[config.mk]
export PLATFORM = sky130hd
export DESIGN_NAME = tcam_lpm
export DESIGN_NICKNAME = d
export VERILOG_FILES = /design/src/rtl/tcam_lpm_pkg.sv /design/src/rtl/tcam_lpm_store.sv /design/src/rtl/tcam_lpm_penc.sv /design/src/rtl/tcam_lpm_nh_ram.sv /design/src/rtl/tcam_lpm.sv
export SDC_FILE = /design/constraint.sdc
export NUM_CORES = 1
export LEC_CHECK = 0
export BUFFER_PORTS_ARGS = -buffer_cell sky130_fd_sc_hd__buf_2
export CAP_MARGIN = 10
export CORE_MARGIN = 1
export CORE_UTILIZATION = 43
export DETAILED_ROUTE_END_ITERATION = 12
export PLACE_DENSITY = 0.56
export SLEW_MARGIN = 20
export SYNTH_ARGS = -nofsm -noshare
export SYNTH_HDL_FRONTEND = slang
export SYNTH_SLANG_ARGS = --single-unit
[constraint.sdc]
create_clock -name clk_i -period 2.42 [get_ports clk_i]
set_input_delay 0.242 -clock clk_i [delete_from_list [all_inputs] [get_ports clk_i]]
set_output_delay 0.242 -clock clk_i [all_outputs]
set_load 0.02 [all_outputs]
[src/rtl/tcam_lpm_pkg.sv]
package tcam_lpm_pkg;
  function automatic int unsigned idx_width(input int unsigned depth);
    return (depth < 2) ? 1 : $clog2(depth);
  endfunction
endpackage

[src/rtl/tcam_lpm_store.sv]
module tcam_lpm_store #(
  parameter int unsigned ADDR_W = 8,
  parameter int unsigned DEPTH  = 8,
  parameter int unsigned IDX_W  = 3
) (
  input  logic              clk_i,
  input  logic              rst_ni,
  input  logic              wr_en_i,
  input  logic [IDX_W-1:0]  wr_idx_i,
  input  logic              wr_valid_i,
  input  logic [ADDR_W-1:0] wr_value_i,
  input  logic [ADDR_W-1:0] wr_mask_i,
  input  logic [ADDR_W-1:0] key_i,
  output logic [DEPTH-1:0]  match_o
);
  for (genvar g = 0; g < DEPTH; g++) begin : g_ent
    logic [ADDR_W-1:0] val_q, msk_q;
    logic              vld_q;
    logic              sel;
    assign sel = wr_en_i && (wr_idx_i == IDX_W'(g));

    always_ff @(posedge clk_i or negedge rst_ni) begin
      if (!rst_ni) begin
        val_q <= '0;
        msk_q <= '0;
        vld_q <= 1'b0;
      end else if (sel) begin
        val_q <= wr_value_i & wr_mask_i;
        msk_q <= wr_mask_i;
        vld_q <= wr_valid_i;
      end
    end

    assign match_o[g] = vld_q && (((key_i & msk_q) ^ val_q) == '0);
  end
endmodule

[src/rtl/tcam_lpm_penc.sv]
module tcam_lpm_penc #(
  parameter int unsigned DEPTH = 8,
  parameter int unsigned IDX_W = 3
) (
  input  logic [DEPTH-1:0] req_i,
  output logic             any_o,
  output logic [IDX_W-1:0] idx_o
);
  always_comb begin
    idx_o = '0;
    for (int i = DEPTH - 1; i >= 0; i--) begin
      if (req_i[i]) idx_o = IDX_W'(i);
    end
  end
  assign any_o = |req_i;
endmodule

[src/rtl/tcam_lpm_nh_ram.sv]
module tcam_lpm_nh_ram #(
  parameter int unsigned DEPTH = 8,
  parameter int unsigned NH_W  = 8,
  parameter int unsigned IDX_W = 3
) (
  input  logic             clk_i,
  input  logic             rst_ni,
  input  logic             wr_en_i,
  input  logic [IDX_W-1:0] wr_idx_i,
  input  logic [NH_W-1:0]  wr_nh_i,
  input  logic [IDX_W-1:0] rd_idx_i,
  output logic [NH_W-1:0]  rd_nh_o
);
  // write staged one cycle so it lines up with the match-vector stage
  logic             pend_q;
  logic [IDX_W-1:0] pidx_q;
  logic [NH_W-1:0]  pnh_q;
  logic [NH_W-1:0]  mem_q [DEPTH];

  always_ff @(posedge clk_i or negedge rst_ni) begin
    if (!rst_ni) begin
      pend_q <= 1'b0;
      pidx_q <= '0;
      pnh_q  <= '0;
    end else begin
      pend_q <= wr_en_i;
      pidx_q <= wr_idx_i;
      pnh_q  <= wr_nh_i;
    end
  end

  for (genvar g = 0; g < DEPTH; g++) begin : g_word
    always_ff @(posedge clk_i or negedge rst_ni) begin
      if (!rst_ni)                                   mem_q[g] <= '0;
      else if (pend_q && (pidx_q == IDX_W'(g)))      mem_q[g] <= pnh_q;
    end
  end

  assign rd_nh_o = mem_q[rd_idx_i];
endmodule

[src/rtl/tcam_lpm.sv]
module tcam_lpm
  import tcam_lpm_pkg::*;
#(
  parameter int unsigned ADDR_W = 8,
  parameter int unsigned DEPTH  = 8,
  parameter int unsigned NH_W   = 8,
  localparam int unsigned IDX_W = idx_width(DEPTH)
) (
  input  logic              clk_i,
  input  logic              rst_ni,
  input  logic              lkp_vld_i,
  input  logic [ADDR_W-1:0] lkp_addr_i,
  input  logic              wr_en_i,
  input  logic [IDX_W-1:0]  wr_idx_i,
  input  logic              wr_valid_i,
  input  logic [ADDR_W-1:0] wr_value_i,
  input  logic [ADDR_W-1:0] wr_mask_i,
  input  logic [NH_W-1:0]   wr_nh_i,
  output logic              res_vld_o,
  output logic              res_hit_o,
  output logic [IDX_W-1:0]  res_idx_o,
  output logic [NH_W-1:0]   res_nh_o
);
  logic [DEPTH-1:0] match_d, match_q;
  logic             s1_vld_q;
  logic             enc_any;
  logic [IDX_W-1:0] enc_idx;
  logic [NH_W-1:0]  rd_nh;
  logic             win;

  tcam_lpm_store #(.ADDR_W(ADDR_W), .DEPTH(DEPTH), .IDX_W(IDX_W)) u_store (
    .clk_i, .rst_ni, .wr_en_i, .wr_idx_i, .wr_valid_i, .wr_value_i, .wr_mask_i,
    .key_i  (lkp_addr_i),
    .match_o(match_d)
  );

  // stage 1: registered match vector
  always_ff @(posedge clk_i or negedge rst_ni) begin
    if (!rst_ni) begin
      s1_vld_q <= 1'b0;
      match_q  <= '0;
    end else begin
      s1_vld_q <= lkp_vld_i;
      match_q  <= lkp_vld_i ? match_d : '0;
    end
  end

  tcam_lpm_penc #(.DEPTH(DEPTH), .IDX_W(IDX_W)) u_penc (
    .req_i(match_q), .any_o(enc_any), .idx_o(enc_idx)
  );

  tcam_lpm_nh_ram #(.DEPTH(DEPTH), .NH_W(NH_W), .IDX_W(IDX_W)) u_nh (
    .clk_i, .rst_ni, .wr_en_i, .wr_idx_i, .wr_nh_i,
    .rd_idx_i(enc_idx), .rd_nh_o(rd_nh)
  );

  assign win = s1_vld_q && enc_any;

  // stage 2: encode + next-hop read
  always_ff @(posedge clk_i or negedge rst_ni) begin
    if (!rst_ni) begin
      res_vld_o <= 1'b0;
      res_hit_o <= 1'b0;
      res_idx_o <= '0;
      res_nh_o  <= '0;
    end else begin
      res_vld_o <= s1_vld_q;
      res_hit_o <= win;
      res_idx_o <= win ? enc_idx : '0;
      res_nh_o  <= win ? rd_nh : '0;
    end
  end
endmodule

==> results.py, run 1 <==
metrics = {
    "sta": {
        "period_needed_ns": 2.092,
        "fin_skew_ns": 0.01627,
        "max-slew-margin-rel_pct": 56.31,
        "final-max-slew-violation-count": 0,
        "fmax_mhz": 478.0,
        "finalHoldViolCount": 0,
        "hold-worst-slack_ns": 0.08284,
        "rsz0062_at_grt": "no",
        "setup_tns_ns": 0,
        "setup_ws_ns": 0.3281,
        "finalCritPeriodShare_pct": 86.44,
        "worst_pin_slew_ns": 0.6534,
        "setup_violations": 0,
    },
    "route": {
        "vias": 6349,
        "drc_errors": 0,
        "ant_nets": 0,
        "routedWlPerCell_um": 19.13,
        "first_pass_iters": 4,
        "drt_iter0_drc": 195,
        "wl_mm": 22.80,
        "via_per_inst": 5.326,
    },
    "logic_synthesis": {
        "synth_top_family_by_area": "multiplexers",
        "synth_compound_area_share_pct": 6.621,
        "synthAdderAreaFrac_pct": 0,
        "synth_area_leader_cell": "dfrtp_1",
        "synthSimpleGateAreaFrac_pct": 9.636,
        "synth-edff-count": 0,
        "synth_top_area_share_pct": 59.02,
        "synth_commonest_cells": "dfrtp_1 (234), nand2_1 (144), mux2_2 (134)",
        "synth.area.top_cells": "dfrtp_1 (59%), mux2_2 (15%), nand2_1 (5.4%), xnor2_1 (4.9%), o21ai_0 (4.0%)",
        "netlist_instances": 807,
        "synthDistinctLibCells": 36,
        "synth_warnings": 0,
        "synthXorXnorAreaFrac_pct": 5.650,
        "yosysMostFrequentCell": "dfrtp_1",
        "syn_avg_cell_area_um2": 12.29,
        "syn_area_um2": 9921,
        "ys_ff_latch": 234,
        "yosysSeqAreaShare_pct": 59.02,
        "synthMuxAreaShare_pct": 17.29,
        "synth_ff_type": "dfrtp_1",
        "syn_nets": 847,
        "async_flop_share_pct": 100.0,
    },
    "die": {
        "die_area_um2": 23680,
        "coreArea_um2": 22640,
        "num_rows": 55,
        "die_w_um": 153.9,
        "io_pins": 53,
        "die_h_um": 153.9,
        "start_util_pct": 43.82,
    },
    "power_and_ir_drop": {
        "p_switching_uw": 2701,
        "total_power_uw": 10480,
        "pwr-share-seq_pct": 47.8,
        "combPwrFrac_pct": 16.1,
        "cellLeakagePower_uw": 0.005165,
        "p_per_area_nw_per_um2": 904.6,
        "pwr-share-clk_pct": 36.2,
        "ir_worst_vdd_mv": 0.4934,
        "p_int_uw": 7781,
        "switching_share_pct": 25.77,
    },
    "clock_tree": {
        "clkTransAtPathRegs_ns": 0.06,
        "ctsResizeCount": 0,
        "cts.htree.levels": 1,
        "cts_buffers": 25,
        "cts_tree": "built",
        "cts_sinks": 234,
        "clock_latency_ns": 0.51,
        "cts-root-buf": "clkbuf_16",
        "clockBufferDepth": 3,
    },
    "layout": {
        "multi_input_area_um2": 3889,
        "seqCellArea_um2": 5856,
        "num-fill-cells": 1982,
        "final_nets": 928,
        "syn2layout_area_growth_pct": 16.81,
        "drive_above_1_share_pct": 28.81,
    },
    "place": {
        "dp_hpwl_mm": 15.73,
        "port_buffers": 52,
        "gp_congestion": 0.8206,
        "dp_slack_ns": 0.3167,
    },
    "worst_hold_path": {
        "hold_class": "input port to flip-flop",
    },
    "global_routing": {
        "track_usage_pct": 20.28,
        "busiest_layer": "met2",
        "grt-ovfl-total": 0,
        "grt_max_degree": 80,
        "met2_usage_pct": 36.47,
        "antenna_found_initial": 1,
        "use_met3_pct": 2.790,
        "grt_pass1_vias": 6842,
        "grt_pass1_wl_mm": 37.04,
        "gr-usage-met1_pct": 24.52,
    },
    "flow_run": {
        "max_cap_violations": 0,
    },
    "run_status": {
        "status": "complete, no violations",
    },
    "critical_path": {
        "cp_max_fo": 9,
        "endpoint_kind": "flip-flop",
        "critical_path_required_ns": 2.81,
        "critPathLaunchType": "flip-flop",
        "worstSetupPathType": "flip-flop to flip-flop",
        "crit_arrival_ns": 2.48,
        "rrSetupSlack_ns": 0.33,
    },
}
registers in the layout, indices dropped and copies added, names as in the netlist:
register	flops
u_store.g_ent.vld_q	8
u_nh.pnh_q	8
res_hit_o	1
res_nh_o	8
res_idx_o	3
u_store.g_ent.val_q	64
match_q	8
u_store.g_ent.msk_q	64
u_nh.pend_q	1
u_nh.mem_q	64
s1_vld_q	1
u_nh.pidx_q	3
res_vld_o	1
metrics by stage:
step                instances  utilization (%)  cell area (µm²)
floorplan                 807                -             9921
global placement         1132            46.88            10610
detailed placement       1132            46.88            10610
finish                   1192            51.19            11590
CTS                      1191            51.17            11590
global route             1192            51.19            11590
layout by cell type (no fill, tap or decap), types with 2 or more instances in the layout:
cell type and n:
nor4_1 17, xor2_1 8, dfrtp_1 234, clkbuf_8 10, o21ai_0 80, inv_1 8, a221oi_1 2, nand2_1 144
clkbuf_1 5, nand4b_1 3, or2_2 2, buf_2 51, nand3_1 16, clkbuf_16 25, mux2_2 134, xnor2_1 56
buf_12 2, dlygate4sd3_1 14, mux4_1 7, nor3_2 2, nor2b_1 4, nor3b_2 2, buf_4 23, clkinv_2 4
nand4_1 10, nor2_1 6, a21oi_1 9, o211a_1 2, a211o_1 6, a21boi_0 6
worst paths after layout:
check,from,endpoint,depth (start not counted)
max,match_q[0],res_nh_o[3],4
max in group asynchronous,rst_ni,u_store.g_ent[0].msk_q[2],3
min in group asynchronous,rst_ni,u_nh.mem_q[4],2
min,wr_mask_i[7],u_store.g_ent[3].msk_q[7],2
max reg2reg,match_q[0],res_nh_o[3],4
min reg2reg,s1_vld_q,res_vld_o,0
power groups by stage:
stage | Combinational, µW | Sequential [µW] | Clock [µW]
finish | 1690 | 5010 | 3790
floorplan | 1160 | 4960 | 0
CTS | 1720 | 5000 | 3880
detailed placement | 1690 | 5070 | 0
global route | 1870 | 5090 | 4030
global placement | 1640 | 5030 | 0
metal layers:
metal  share of wire, %  wire, µm
met1                 41      9417
met2                 52     11760
met3                3.2       721
met4                3.9       898
met5                  0         0
critical path: stages (launching register included):
cell and delay [ns]:
dfrtp_1 0.47, o41ai_4 0.36, buf_4 0.26, mux4_1 0.57
a211o_1 0.30
layout make-up:
cell class,instances,area share (%)
Clock inverter,5,0.4319
Clock buffer,40,6.748
Multi-Input combinational cell,528,33.56
Antenna cell,1,0.02159
Sequential cell,234,50.53
Tap cell,285,3.077
Inverter,8,0.2591
Timing Repair Buffer,91,5.377
logic make-up after synthesis:
logic type / Yosys count
flip-flops: 234
AND/OR/NAND/NOR: 211
multiplexers: 142
AO/OA/AOI/OAI: 111
XOR/XNOR: 64
buffers and inverters: 45
repair_timing:
action	4_1_cts	5_1_grt
endpoints found under the hold margin	86	0
hold buffers	14	0
setup buffers	0	0
No activity file was read; power rests on OpenSTA's default activity.
==> run 2: changes to the inputs <==
- CELL_PAD_IN_SITES_DETAIL_PLACEMENT: unset -> 0
- CELL_PAD_IN_SITES_GLOBAL_PLACEMENT: unset -> 1
- PLACE_DENSITY: 0.56 -> 0.67
==> run 2 against run 1 <==
Cell area fell by 0.26%. Hold slack got worse by 0.0037 ns. Combinational power barely moved. Clock skew fell by 0.010 ns. Register-to-register slack got worse by 0.14 ns. Non-clock buffer count fell by 4. Largest cell class unchanged.
==> results.py, run 2 (synthesis results as in run 1) <==
metrics = {
    "route": {
        "routedWlPerCell_um": 19.30,
        "via_per_inst": 5.290,
        "wl_mm": 22.89,
        "vias": 6274,
        "ant_nets": 0,
        "drc_errors": 0,
        "drt_iter0_drc": 283,
        "first_pass_iters": 4,
    },
    "global_routing": {
        "grt_max_degree": 88,
        "grt_pass1_vias": 6555,
        "track_usage_pct": 20.23,
        "grt_pass1_wl_mm": 36.66,
        "grt-ovfl-total": 0,
        "antenna_found_initial": 2,
    },
    "power_and_ir_drop": {
        "p_per_area_nw_per_um2": 908.7,
        "cellLeakagePower_uw": 0.005136,
        "ir_worst_vdd_mv": 0.5231,
    },
    "die": {
        "io_pins": 53,
        "die_area_um2": 23680,
        "start_util_pct": 43.82,
        "die_h_um": 153.9,
        "die_w_um": 153.9,
        "coreArea_um2": 22640,
        "num_rows": 55,
    },
    "layout": {
        "final_nets": 925,
        "drive_above_1_share_pct": 28.11,
        "syn2layout_area_growth_pct": 16.51,
        "multi_input_area_um2": 3890,
        "num-fill-cells": 2003,
        "reg.largest.list": "u_nh.mem_q (64), u_store.g_ent.msk_q (64), u_store.g_ent.val_q (64)",
        "final_cell_mix": "dfrtp_1 (234), nand2_1 (144), mux2_2 (134)",
        "fin_util_pct": 51.05,
        "seqCellArea_um2": 5856,
        "final_common_cell": "dfrtp_1",
    },
    "sta": {
        "setup_violations": 0,
        "worst_pin_slew_ns": 0.7281,
        "finalHoldViolCount": 0,
        "fin_skew_ns": 0.006105,
        "max-slew-margin-rel_pct": 51.24,
        "final-max-slew-violation-count": 0,
        "setup_tns_ns": 0,
        "rsz0062_at_grt": "no",
        "period_needed_ns": 2.232,
        "finalCritPeriodShare_pct": 92.24,
        "fmax_mhz": 448.0,
    },
    "clock_tree": {
        "cts_buffers": 26,
        "cts_tree": "built",
        "cts_sinks": 234,
        "clockBufferDepth": 3,
        "cts.htree.levels": 1,
        "clkTransAtPathRegs_ns": 0.06,
        "post_cts_buffers": 0,
        "clock_latency_ns": 0.52,
        "cts-root-buf": "clkbuf_16",
    },
    "critical_path": {
        "worstSetupPathType": "flip-flop to flip-flop",
        "cp_max_fo": 13,
        "critPathLaunchType": "flip-flop",
        "slowest_stage": "dfrtp_1",
        "cpLargestDelayFamily": "simple AND/OR/NAND/NOR gates",
        "critical_path_required_ns": 2.82,
        "path_buf_inv": 1,
        "path_cells": "or2_2 > nor2_1 > buf_4 > mux4_1 > a211o_1",
        "max_stage_delay_ns": 0.49,
        "crit_arrival_ns": 2.63,
        "endpoint_kind": "flip-flop",
        "crit_start": "match_q[0]",
        "rr_startpoint": "match_q[0]",
    },
    "run_status": {
        "status": "complete, no violations",
    },
    "place": {
        "gp_congestion": 0.8004,
        "dp_hpwl_mm": 15.97,
        "port_buffers": 52,
    },
    "worst_hold_path": {
        "holdCritStartpoint": "wr_mask_i[3]",
        "hold_class": "input port to flip-flop",
    },
    "flow_run": {
        "max_cap_violations": 0,
    },
}
run 2: cell types whose count changed in the layout (fill, tap and decap cells not counted), sizes merged:
| cell | before | now |
|---|---|---|
| buf | 77 | 73 |
| clkbuf | 40 | 39 |
| bufinv | 1 | 2 |
| clkinv | 4 | 2 |
run 2: layout make-up:
type / count / share of cell area [%]
flip-flops and latches: 234 / 50.66
multi-input cells: 528 / 33.65
inverters: 8 / 0.2598
repair buffers: 87 / 5.131
clock buffers: 39 / 6.582
well taps: 285 / 3.085
diodes: 1 / 0.02165
clock inverters: 4 / 0.6062
run 2: power breakdown:
part | internal [µW] | leakage (µW) | switching [µW] | total [µW]
registers | 4610 | 0.00292 | 402 | 5010
logic | 858 | 0.00181 | 802 | 1660
clock network | 2360 | 0.000407 | 1480 | 3830
total | 7820 | 0.00514 | 2680 | 10500
run 2: worst paths after layout:
| check | endpoint | slack (ns) | cells after the start |
|---|---|---|---|
| worst max register to register | res_nh_o[5] | 0.19 | 5 |
| max in group asynchronous | u_store.g_ent[0].val_q[4] | 1.45 | 3 |
| worst max-delay path | res_nh_o[5] | 0.19 | 5 |
| worst min register to register | res_vld_o | 0.44 | 0 |
| worst min-delay path | u_store.g_ent[7].msk_q[3] | 0.08 | 2 |
| min in group asynchronous | u_nh.mem_q[12] | 0.18 | 2 |
run 2: what timing repair did:
item | 4_1_cts | 5_1_grt
endpoints found under the hold margin | 122 | 0
hold buffers | 14 | 0
gates resized for setup | 0 | 1
endpoints found under the setup margin | 0 | 3
run 2: layer usage:
layer  GRT usage, %  wire length, µm
met1          23.98             9271
met3          3.354              806
met4          7.524              770
met5              0               11
met2          36.73            12030
run 2: metrics by stage:
step / power [µW] / cell area [µm²] / instances / worst slack (ns) / hold WS, ns
3_5_place_dp: 6758 / 10580 / 1128 / 0.1554 / 0.1313
2_1_floorplan: 6117 / 9921 / 807 / 0.2942 / -0.05359
6_report: 10500 / 11560 / 1186 / 0.1877 / 0.07917
5_1_grt: 11030 / 11560 / 1186 / 0.02107 / 0.1002
3_3_place_gp: 6670 / 10580 / 1128 / 0.2668 / 0.1228
4_1_cts: 10670 / 11550 / 1185 / 0.1480 / 0.06558
==> run 3: changes to the inputs <==
- CTS_BUF_LIST: unset -> sky130_fd_sc_hd__clkbuf_4
==> run 3 against run 2 <==
Die area is the same. Largest cell class unchanged. Critical endpoint is now res_nh_o[4]. Combinational power is essentially flat. Via count grew 4.7%. Wire length grew 2.5%. Highest routed layer is now met4. Final cell count grew 6.7%. Flip-flop and latch count is the same. Register-to-register slack lost 0.02 ns. Sequential share of layout area shrank 0.54 points.
==> results.py, run 3 (synthesis results as in run 1) <==
metrics = {
    "run_status": {
        "status": "complete, no violations",
    },
    "power_and_ir_drop": {
        "cellLeakagePower_uw": 0.005280,
        "ir_worst_vdd_mv": 0.3761,
        "p_per_area_nw_per_um2": 862.8,
    },
    "die": {
        "die_area_um2": 23680,
        "die_w_um": 153.9,
        "die_h_um": 153.9,
        "coreArea_um2": 22640,
        "num_rows": 55,
        "start_util_pct": 43.82,
        "io_pins": 53,
    },
    "route": {
        "drc_errors": 0,
        "first_pass_iters": 5,
        "drt_iter0_drc": 242,
        "routedWlPerCell_um": 18.53,
        "via_per_inst": 5.189,
        "vias": 6569,
        "ant_nets": 0,
        "wl_mm": 23.46,
    },
    "clock_tree": {
        "cts_buffers": 61,
        "holdBufCountCts": 31,
        "cts_tree": "built",
        "ctsResizeCount": 0,
        "clockBufferDepth": 3,
        "cts.htree.levels": 2,
        "clock_latency_ns": 0.69,
        "cts_sinks": 234,
        "clkTransAtPathRegs_ns": 0.06,
        "post_cts_buffers": 0,
        "cts-root-buf": "clkbuf_4",
    },
    "sta": {
        "worst_pin_slew_ns": 0.7046,
        "setup_ws_ns": 0.1669,
        "finalCritPeriodShare_pct": 93.10,
        "max-slew-margin-rel_pct": 52.82,
        "setup_violations": 0,
        "finalHoldViolCount": 0,
        "final-max-slew-violation-count": 0,
        "rsz0062_at_grt": "no",
        "fin_skew_ns": 0.02003,
        "setup_tns_ns": 0,
        "fmax_mhz": 443.8,
        "period_needed_ns": 2.253,
    },
    "critical_path": {
        "worstSetupPathType": "flip-flop to flip-flop",
        "cp_max_fo": 13,
        "crit_start": "match_q[1]",
        "crit_arrival_ns": 2.81,
        "rr_startpoint": "match_q[1]",
        "critPathLaunchType": "flip-flop",
        "critical_path_required_ns": 2.98,
        "endpoint_kind": "flip-flop",
    },
    "layout": {
        "drive_above_1_share_pct": 32.65,
        "final_cell_mix": "dfrtp_1 (234), nand2_1 (144), mux2_2 (134)",
        "final_nets": 977,
        "syn2layout_area_growth_pct": 17.77,
        "reg.largest.list": "u_nh.mem_q (64), u_store.g_ent.msk_q (64), u_store.g_ent.val_q (64)",
        "final_area_um2": 11680,
        "final_common_cell": "dfrtp_1",
    },
    "global_routing": {
        "grt-ovfl-total": 0,
        "grt_pass1_wl_mm": 37.65,
        "antenna_found_initial": 1,
        "track_usage_pct": 20.79,
        "grt_pass1_vias": 6870,
        "grt_max_degree": 88,
    },
    "worst_hold_path": {
        "holdCritStartpoint": "lkp_addr_i[7]",
        "hold_class": "input port to flip-flop",
    },
    "place": {
        "place_area_um2": 10580,
        "dp_hpwl_mm": 15.97,
        "gp_congestion": 0.8004,
        "dp_slack_ns": 0.1554,
        "port_buffers": 52,
    },
    "flow_run": {
        "max_cap_violations": 0,
    },
}
-- run 3: cell count changes in the layout (fill, tap and decap cells not counted) --
cell | before | now
buf_12 | 2 | 3
bufinv_16 | 2 | 0
clkbuf_1 | 8 | 0
clkbuf_16 | 27 | 0
clkbuf_4 | 0 | 101
clkbuf_8 | 4 | 0
clkinv_1 | 0 | 4
clkinv_2 | 2 | 0
dlygate4sd3_1 | 14 | 30
inv_2 | 0 | 1
o31a_1 | 0 | 1
o31a_2 | 1 | 0
-- run 3: worst paths after layout --
path | to | slack [ns] | depth (start not counted)
setup / recovery | res_nh_o[4] | 0.17 | 5
max in group asynchronous | u_store.g_ent[4].val_q[4] | 1.80 | 3
min in group asynchronous | u_nh.mem_q[21] | 0.13 | 3
setup reg to reg | res_nh_o[4] | 0.17 | 5
hold reg to reg | res_vld_o | 0.45 | 0
hold / removal | match_q[1] | 0.05 | 4
-- run 3: area by class of cell --
type | count | area, µm²
Multi-Input combinational cell | 528 | 3889
Tap cell | 285 | 356.6
Clock inverter | 5 | 18.77
Antenna cell | 1 | 2.502
Clock buffer | 101 | 758.2
Sequential cell | 234 | 5856
Inverter | 8 | 30.03
Timing Repair Buffer | 104 | 773.2
Fill cell | 2042 | 10960
-- run 3: critical path, stage by stage (launching register included) --
cell and delay (ns):
dfrtp_1 0.48, or2_2 0.44, nor2_1 0.38, buf_4 0.23, mux4_1 0.29, a211o_1 0.30
-- run 3: metal layers --
layer / routed length [µm] / global-route usage [%]
met1: 9578 / 24.11
met3: 844 / 4.059
met2: 12640 / 38.38
met4: 394 / 6.667
met5: 0 / 0
-- run 3: where the power goes --
group | total (µW) | switching [µW] | internal, µW
registers | 5010 | 405 | 4610
clock network | 3380 | 1530 | 1850
logic | 1690 | 809 | 878
-- run 3: metrics by stage --
step	util [%]	hold slack, ns	cells	total power, µW
global route	51.61	0.03282	1266	10670
global placement	46.75	0.1228	1128	6670
detailed placement	46.75	0.1313	1128	6758
finish	51.61	0.04854	1266	10080
CTS	51.59	0.001767	1265	10250
floorplan	-	-0.05359	807	6117
